--- src/rtl/pllctl_pkg.sv ---
package pllctl_pkg;

    localparam int REG_W      = 8;
    localparam int SYNC_DEPTH = 2;

    localparam int BIT_LOCK = 0;
    localparam int BIT_EN   = 1;
    localparam int BIT_LSM  = 2;

    typedef logic [3:0] fuse_t;

    localparam fuse_t FUSE_PLL_SYS = 4'b0001;
    localparam fuse_t FUSE_COMPAT  = 4'b0011;

    typedef enum logic [1:0] {
        SLP_ACTIVE = 2'd0,
        SLP_IDLE   = 2'd1,
        SLP_PWRDN  = 2'd2,
        SLP_STBY   = 2'd3
    } sleep_e;

    typedef enum logic [1:0] {
        SRC_FUSE   = 2'd0,
        SRC_PLL    = 2'd1,
        SRC_COMPAT = 2'd2
    } clksrc_e;

    typedef struct packed {
        logic lsm;
        logic sw_en;
    } ctl_t;

    function automatic logic osc_stopped(logic [1:0] mode);
        return (mode == SLP_PWRDN) || (mode == SLP_STBY);
    endfunction

    function automatic logic fuse_needs_pll(fuse_t f);
        return (f == FUSE_PLL_SYS) || (f == FUSE_COMPAT);
    endfunction

    function automatic clksrc_e decode_src(fuse_t f);
        if (f == FUSE_PLL_SYS) return SRC_PLL;
        if (f == FUSE_COMPAT)  return SRC_COMPAT;
        return SRC_FUSE;
    endfunction

    function automatic logic [REG_W-1:0] pack_word(ctl_t c, logic lock);
        logic [REG_W-1:0] w;
        w           = '0;
        w[BIT_LOCK] = lock;
        w[BIT_EN]   = c.sw_en;
        w[BIT_LSM]  = c.lsm;
        return w;
    endfunction

endpackage

--- src/rtl/pllctl_regs.sv ---
module pllctl_regs
    import pllctl_pkg::*;
#(
    parameter int W = REG_W
) (
    input  logic         clk,
    input  logic         rst,
    input  logic         wr_en,
    input  logic [W-1:0] wr_data,
    input  logic         lsm_block,
    output ctl_t         ctl,
    output logic         lsm_chg
);

    logic lsm_next;

    always_comb begin
        lsm_next = ctl.lsm;
        if (wr_en)
            lsm_next = wr_data[BIT_LSM];
        if (lsm_block)
            lsm_next = 1'b0;
        lsm_chg = (lsm_next != ctl.lsm);
    end

    always_ff @(posedge clk) begin
        if (rst) begin
            ctl <= '0;
        end else begin
            if (wr_en)
                ctl.sw_en <= wr_data[BIT_EN];
            ctl.lsm <= lsm_next;
        end
    end


    lsm_refused_chk: assert property (@(posedge clk) disable iff (rst)
        lsm_block |=> !ctl.lsm);


    swen_write_chk: assert property (@(posedge clk) disable iff (rst)
        wr_en |=> ctl.sw_en == $past(wr_data[BIT_EN]));


    reset_clear_chk: assert property (@(posedge clk)
        rst |=> ctl == '0);

endmodule

--- src/rtl/pllctl_enable.sv ---
module pllctl_enable
    import pllctl_pkg::*;
(
    input  fuse_t      fuse,
    input  logic [1:0] sleep_mode,
    input  logic       sw_en,
    output logic       pll_en,
    output logic       osc_en,
    output clksrc_e    src
);

    logic stopped;
    logic want_pll;

    always_comb begin
        stopped  = osc_stopped(sleep_mode);
        want_pll = sw_en | fuse_needs_pll(fuse);
        pll_en   = want_pll & ~stopped;
        osc_en   = ~stopped;
        src      = decode_src(fuse);
    end

endmodule

--- src/rtl/pllctl_lock_sync.sv ---
module pllctl_lock_sync
    import pllctl_pkg::*;
#(
    parameter int STAGES = SYNC_DEPTH
) (
    input  logic clk,
    input  logic rst,
    input  logic lock_raw,
    input  logic enable,
    input  logic flush,
    output logic lock_flag
);

    logic [STAGES-1:0] chain;
    logic              lock_q;

    generate
        if (STAGES < 2) begin : g_bad_depth
            initial $error("pllctl_lock_sync needs at least two stages");
        end
    endgenerate

    always_ff @(posedge clk) begin
        if (rst || !enable || flush) begin
            chain  <= '0;
            lock_q <= 1'b0;
        end else begin
            chain  <= {chain[STAGES-2:0], lock_raw};
            lock_q <= chain[STAGES-1];
        end
    end

    assign lock_flag = lock_q & enable;


    lock_drop_chk: assert property (@(posedge clk) disable iff (rst)
        !enable |=> !lock_q);


    flush_clear_chk: assert property (@(posedge clk) disable iff (rst)
        flush |=> !lock_q && (chain == '0));

endmodule

--- src/rtl/pllctl_top.sv ---
module pllctl_top
    import pllctl_pkg::*;
#(
    parameter int W = REG_W
) (
    input  logic         clk,
    input  logic         rst,
    input  logic [3:0]   fuse_clksel,
    input  logic [1:0]   sleep_mode,
    input  logic         bus_wr_en,
    input  logic [W-1:0] bus_wr_data,
    output logic [W-1:0] bus_rd_data,
    input  logic         pll_lock_raw,
    output logic         pll_en,
    output logic         ref_half,
    output logic         osc_en,
    output logic         lock_flag,
    output logic [1:0]   sysclk_src
);

    ctl_t    ctl;
    logic    lsm_chg;
    clksrc_e src;

    pllctl_regs #(.W(W)) u_regs (
        .clk       (clk),
        .rst       (rst),
        .wr_en     (bus_wr_en),
        .wr_data   (bus_wr_data),
        .lsm_block (fuse_clksel == FUSE_PLL_SYS),
        .ctl       (ctl),
        .lsm_chg   (lsm_chg)
    );

    pllctl_enable u_enable (
        .fuse       (fuse_clksel),
        .sleep_mode (sleep_mode),
        .sw_en      (ctl.sw_en),
        .pll_en     (pll_en),
        .osc_en     (osc_en),
        .src        (src)
    );

    pllctl_lock_sync #(.STAGES(SYNC_DEPTH)) u_sync (
        .clk       (clk),
        .rst       (rst),
        .lock_raw  (pll_lock_raw),
        .enable    (pll_en),
        .flush     (lsm_chg),
        .lock_flag (lock_flag)
    );

    always_comb begin
        ref_half    = ctl.lsm;
        sysclk_src  = src;
        bus_rd_data = pack_word(ctl, lock_flag) | {W{1'b0}};
    end


    pll_request_chk: assert property (@(posedge clk) disable iff (rst)
        !sleep_mode[1] && (bus_rd_data[BIT_EN] || fuse_needs_pll(fuse_clksel)) |-> pll_en);


    deep_sleep_chk: assert property (@(posedge clk) disable iff (rst)
        sleep_mode[1] |-> !pll_en && !osc_en);


    pll_sysclk_chk: assert property (@(posedge clk) disable iff (rst)
        (fuse_clksel == 4'b0001) |-> sysclk_src == 2'd1);


    lock_origin_chk: assert property (@(posedge clk) disable iff (rst)
        $rose(lock_flag) |-> $past(pll_lock_raw, 3));


    lsm_unlock_chk: assert property (@(posedge clk) disable iff (rst)
        !$stable(ref_half) |-> !lock_flag);

endmodule

--- config.mk ---
export PLATFORM = sky130hd
export DESIGN_NAME = pllctl_top
export DESIGN_NICKNAME = d
export VERILOG_FILES = /design/src/rtl/pllctl_pkg.sv /design/src/rtl/pllctl_regs.sv /design/src/rtl/pllctl_enable.sv /design/src/rtl/pllctl_lock_sync.sv /design/src/rtl/pllctl_top.sv
export SDC_FILE = /design/constraint.sdc
export NUM_CORES = 1
export LEC_CHECK = 0
export BUFFER_PORTS_ARGS = -buffer_cell sky130_fd_sc_hd__clkbuf_2
export CORE_AREA = 2 2 39 41
export CTS_BUF_LIST = sky130_fd_sc_hd__clkbuf_8
export CTS_CLUSTER_DIAMETER = 100
export DETAILED_ROUTE_END_ITERATION = 10
export DIE_AREA = 0 0 41 43
export MAX_ROUTING_LAYER = met4
export SLEW_MARGIN = 10
export SYNTH_ARGS = -nofsm -noshare
export SYNTH_HDL_FRONTEND = slang
export SYNTH_SLANG_ARGS = --single-unit
--- constraint.sdc ---
create_clock -name clk -period 0.92 [get_ports clk]
set_input_delay 0 -clock clk [delete_from_list [all_inputs] [get_ports clk]]
set_output_delay 0 -clock clk [all_outputs]
set_load 0.01 [all_outputs]
# Word level (Yosys, flattened, before mapping)
# Cells that the tools add are included.
dict set report classes {
  addsub 0
  mul 0
  n_div 0
  order_cmp 0
  n_eq_ne 5
  shifts 0
  muxes 9
  bitwise_logic 4
  n_reduce_logical 5
}
# operator n
set op_table {}
lappend op_table {{$mux W2} 4}
lappend op_table {{$mux W1} 5}
lappend op_table {{$eq A2 B2 Y1 const B} 2}
lappend op_table {{$eq A4 B1 Y1 const B} 1}
lappend op_table {{$eq A4 B2 Y1 const B} 1}
lappend op_table {{$logic_or A1 B1 Y1} 4}
lappend op_table {{$and A1 B1 Y1} 2}
lappend op_table {{$logic_not A1 Y1} 1}
lappend op_table {{$ne A1 B1 Y1} 1}
lappend op_table {{$not A1 Y1} 1}
lappend op_table {{$or A1 B1 Y1} 1}
dict set report totals {
  register_bits 5
  latchBits 0
  ram_bits 0
  romBits 0
  in_bits 18
  output_inout_bits 14
  wordCells 27
  mem_count 0
}

# Depth between registers and ports, before layout
dict set report depth {
  word_depth 7
  mapped_depth 4
  ltp_nobuf 3
}

# Modules after synthesis
# Synthesis repeated with hierarchy kept, for this count alone.
dict set report hier_totals {
  hier_cells 33
  area_unflattened_um2 311.5
}
# mod instances cells_per_inst area_each_um2 seq_area_each_um2
set by_module_without_submodules {}
lappend by_module_without_submodules {pllctl_lock_sync 1 7 103.8 60.1}
lappend by_module_without_submodules {pllctl_regs 1 10 100.1 40.0}
lappend by_module_without_submodules {pllctl_top 1 9 71.3 0.0}
lappend by_module_without_submodules {pllctl_enable 1 7 36.3 0.0}

# Least setup slack after synthesis
# Ideal clock, no wire load.
dict set report synth_path {
  path_kind {reg2reg}
  from {register u_regs.ctl[1] (netlist name)}
  to {register u_sync.chain[0]}
  setup_time_ns 0.070
  arrival_time_ns 1.012
  required_time_ns 0.850
  slack_ns -0.162
  stages_incl_launch_ff 4
  path_buffers 0
  synth_period_minus_slack_ns 1.082
  path_cell_list {dfxtp_1 and4b_1 a211o_1 a21oi_1}
}
dict set report synth_via {
  elab_chain_len 4
}
# item line_no
set synth_rtl {}
lappend synth_rtl {{$mux W1} pllctl_regs.sv:19} ;# if (wr_en)
lappend synth_rtl {{$mux W1} pllctl_regs.sv:21} ;# if (lsm_block)
lappend synth_rtl {{$ne A1 B1 Y1 (*)} pllctl_regs.sv:23} ;# lsm_chg = (lsm_next != ctl.lsm);
lappend synth_rtl {{$logic_or A1 B1 Y1 (*)} pllctl_lock_sync.sv:24} ;# if (rst || !enable || flush) begin
lappend synth_rtl {{end signal, assigned} pllctl_lock_sync.sv:28} ;# chain <= {chain[STAGES-2:0], lock_raw};
lappend synth_rtl {{end, declared} pllctl_lock_sync.sv:14} ;# logic [STAGES-1:0] chain;
# Mark *: on every way between the ends. The rest lies on a longest branch, timed or not.
# A chain may end at the register's enable or synchronous reset.

# Final worst setup path
dict set report layout_path {
  from {register u_regs.ctl[1] (netlist name)}
  to {register u_sync.chain[1]}
}
dict set report layout_via {
  elab_chain_len 4
}
# item line_no
set layout_rtl {}
lappend layout_rtl {{$mux W1} pllctl_regs.sv:19}
lappend layout_rtl {{$mux W1} pllctl_regs.sv:21}
lappend layout_rtl {{$ne A1 B1 Y1 (*)} pllctl_regs.sv:23}
lappend layout_rtl {{$logic_or A1 B1 Y1 (*)} pllctl_lock_sync.sv:24}
# Marks and branches as above.

==> impl_metrics.csv <==
group,metric,value,unit
clock_network,worstSkewPairLatency,0.22,ns
route,dr.pass1.iters,2,
critical_path,end_kind,"flip-flop",
logic_synthesis,synth_cells,39,
critical_path,worstPathRequired,1.07,ns
critical_path,crit_start,"u_regs.ctl[1]",
power_and_ir_drop,power_density,1470,mW/mm^2
critical_path,critPathLaunchType,"flip-flop",
die,boundaryPins,32,
timing,fin_ws,-0.0795,ns
global_routing,grt_pass1_vias,264,
placed_design,dpl_worst_slack,-0.126,ns
logic_synthesis,yosysTopAreaCellShare,0.321,
critical_path,r2r-start,"u_regs.ctl[1]",
die,die-width,41,um
timing,fmax,1000,MHz
final_layout,final_cell_mix,"14 x clkbuf_2, 5 x conb_1, 5 x buf_4",
die,core,0.00138,sq mm
final_layout,fin_area,508,sq um
placed_design,dp.cells,72,
route,ant_nets,0,
logic_synthesis,ys_top_cells_by_area,"dfxtp_1 32%, buf_4 22%, a21oi_1 6.4%, nand3_1 4.8%, nor2_1 4.8%",
global_routing,grt_first_pass_wirelength,1040,um
clock_network,path_clk_slew,0.04,ns
logic_synthesis,netlist_area,312,sq um
timing,maxSlewViolCount,0,
clock_network,clock-sinks,5,
die,rows,14,
final_layout,nets,82,
die,die_y,43,um
timing,rsz0062_at_grt,"yes",
route,viasPerCell,4.06,
timing,period_minus_slack,1.00,ns
critical_path,critical_path_class,"flip-flop to flip-flop",
placed_design,dp_hpwl,561,um
timing,setup_violations,6,
route,num_vias,321,
logic_synthesis,yosysWarningCount,0,
placed_design,post_dp_cell_area,407,sq um
route,wl,723,um
clock_network,cts_root_buf,"clkbuf_8",
clock_network,clockBufferDepth,2,
placed_design,gp_congestion,0.681,
die,die-area,0.00176,sq mm
critical_path,worstPathArrival,1.15,ns
global_routing,grtUsageTotal,0.0938,
logic_synthesis,yosysSeqAreaShare,0.321,
timing,hold_ws,0.00558,ns
critical_path,crit_fanout,4,
timing,hold_viol_final,0,
final_layout,mostFrequentLayoutCell,"clkbuf_2",
global_routing,overflow,0,
final_layout,instances_no_fill,79,
global_routing,antenna_found_initial,0,
route,drc,0,
final_layout,synthToLayoutAreaGrowth,63.1,%
logic_synthesis,avgSynthCellArea,7.99,sq um
run,drv_cap,0,
timing,timing.final.crit_share,1.09,
global_routing,grt_max_degree,6,
logic_synthesis,yosys.area.top_type,"dfxtp_1",
clock_network,cts_max_level,1,
logic_synthesis,synth_seq_cells,5,
logic_synthesis,ys_types,17,
placed_design,portBuffers,19,
final_layout,drive_gt1_frac,0.556,
power_and_ir_drop,p_leak,0.255,nW
clock_network,cts_tree,"yes",
worst_hold_path,hp-class,"input pin to flip-flop",
worst_hold_path,min-delay-start,"pll_lock_raw",
die,start_util,0.225,
timing,fin_skew,0.000537,ns
final_layout,num-fill-cells,161,
power_and_ir_drop,power,0.745,mW
run_status,status,"finished, violations left",
power_and_ir_drop,ir_worst_vdd,455,uV
route,wl_per_cell,9.15,um
clock_network,cts_inserted_buffers,3,
route,drt-initial-drc-count,2,
final_layout,insertedDiodeCount,0,
run_status,violations,"setup timing",
==> power by group <==
group | leakage, nW | internal (mW) | switching (mW)
combinational | 0.186 | 0.0597 | 0.0610
sequential | 0.0417 | 0.223 | 0.00417
clock | 0.0269 | 0.286 | 0.110
total | 0.255 | 0.569 | 0.175
==> Yosys cell counts <==
library cell  count
and4b_1           1
a211oi_1          1
a211o_1           1
mux2i_1           1
conb_1            1
a21oi_1           4
nand2b_1          1
inv_1             3
or3b_4            1
nand3b_1          1
nor2_1            4
dfxtp_1           5
buf_4             9
o211ai_1          1
nand3_1           3
nand2_1           1
and2_1            1
==> metrics by stage <==
step / setup TNS [ns] / util
6_report: -0.355 / 0.367
5_1_grt: -0.671 / 0.367
4_1_cts: -0.445 / 0.346
3_5_place_dp: -0.411 / 0.294
3_3_place_gp: -0.303 / 0.294
2_1_floorplan: -0.197 / -
==> worst max-delay path: stages, from the launching register on <==
cell and delay [ns]:
dfxtp_4 0.34, and4b_1 0.18, a211o_1 0.27, a21oi_2 0.14
==> flip-flops by register name, summed over array words and instances (netlist names) <==
register and flops:
u_regs.ctl 2, u_sync.chain 2, u_sync.lock_q 1
==> cells by family (layout without fill, tap and decap cells) <==
| family | after synthesis | in the layout | share of synthesized area |
|---|---|---|---|
| AOI/OAI and AO/OA | 7 | 7 | 0.141 |
| and+or+nand+nor | 13 | 13 | 0.241 |
| DFF | 5 | 5 | 0.321 |
| other | 1 | 5 | 0.0120 |
| muxes | 1 | 1 | 0.0321 |
| buffers and inverters | 12 | 32 | 0.253 |
==> per-layer routing <==
metal,GRT usage,up-vias,share of wire
met1,0.110,136,0.42
met4,0.0800,0,0.029
met2,0.122,17,0.47
li1,-,166,-
met3,0.0314,2,0.076
met5,-,-,0
==> what timing repair did <==
action / 4_1_cts / 5_1_grt
buffers inserted: 1 / 1
gates cloned: 0 / 0
endpoints found under the setup margin: 7 / 8
gates resized for setup: 5 / 8
hold endpoints to repair: 2 / 0
pin swaps: 5 / 3
hold buffers: 1 / 0
==> final cells by class <==
cell class                      count  area, sq um  area share
Sequential cell                     5          105       0.207
Multi-Input combinational cell     26          165       0.325
Inverter                            3         11.3      0.0222
Tap cell                           16         20.0      0.0394
Clock inverter                      1         3.75     0.00739
Timing Repair Buffer               25          161       0.318
Clock buffer                        3         41.3      0.0813
==> final timing paths <==
| kind | endpoint | slack (ns) | depth (start not counted) |
|---|---|---|---|
| setup / recovery | u_sync.chain[1] | -0.08 | 3 |
| hold / removal | u_sync.chain[0] | 0.006 | 3 |
| setup reg to reg | u_sync.chain[1] | -0.08 | 3 |
| hold reg to reg | u_sync.lock_q | 0.43 | 2 |
Power figures use the tool's default switching activity.
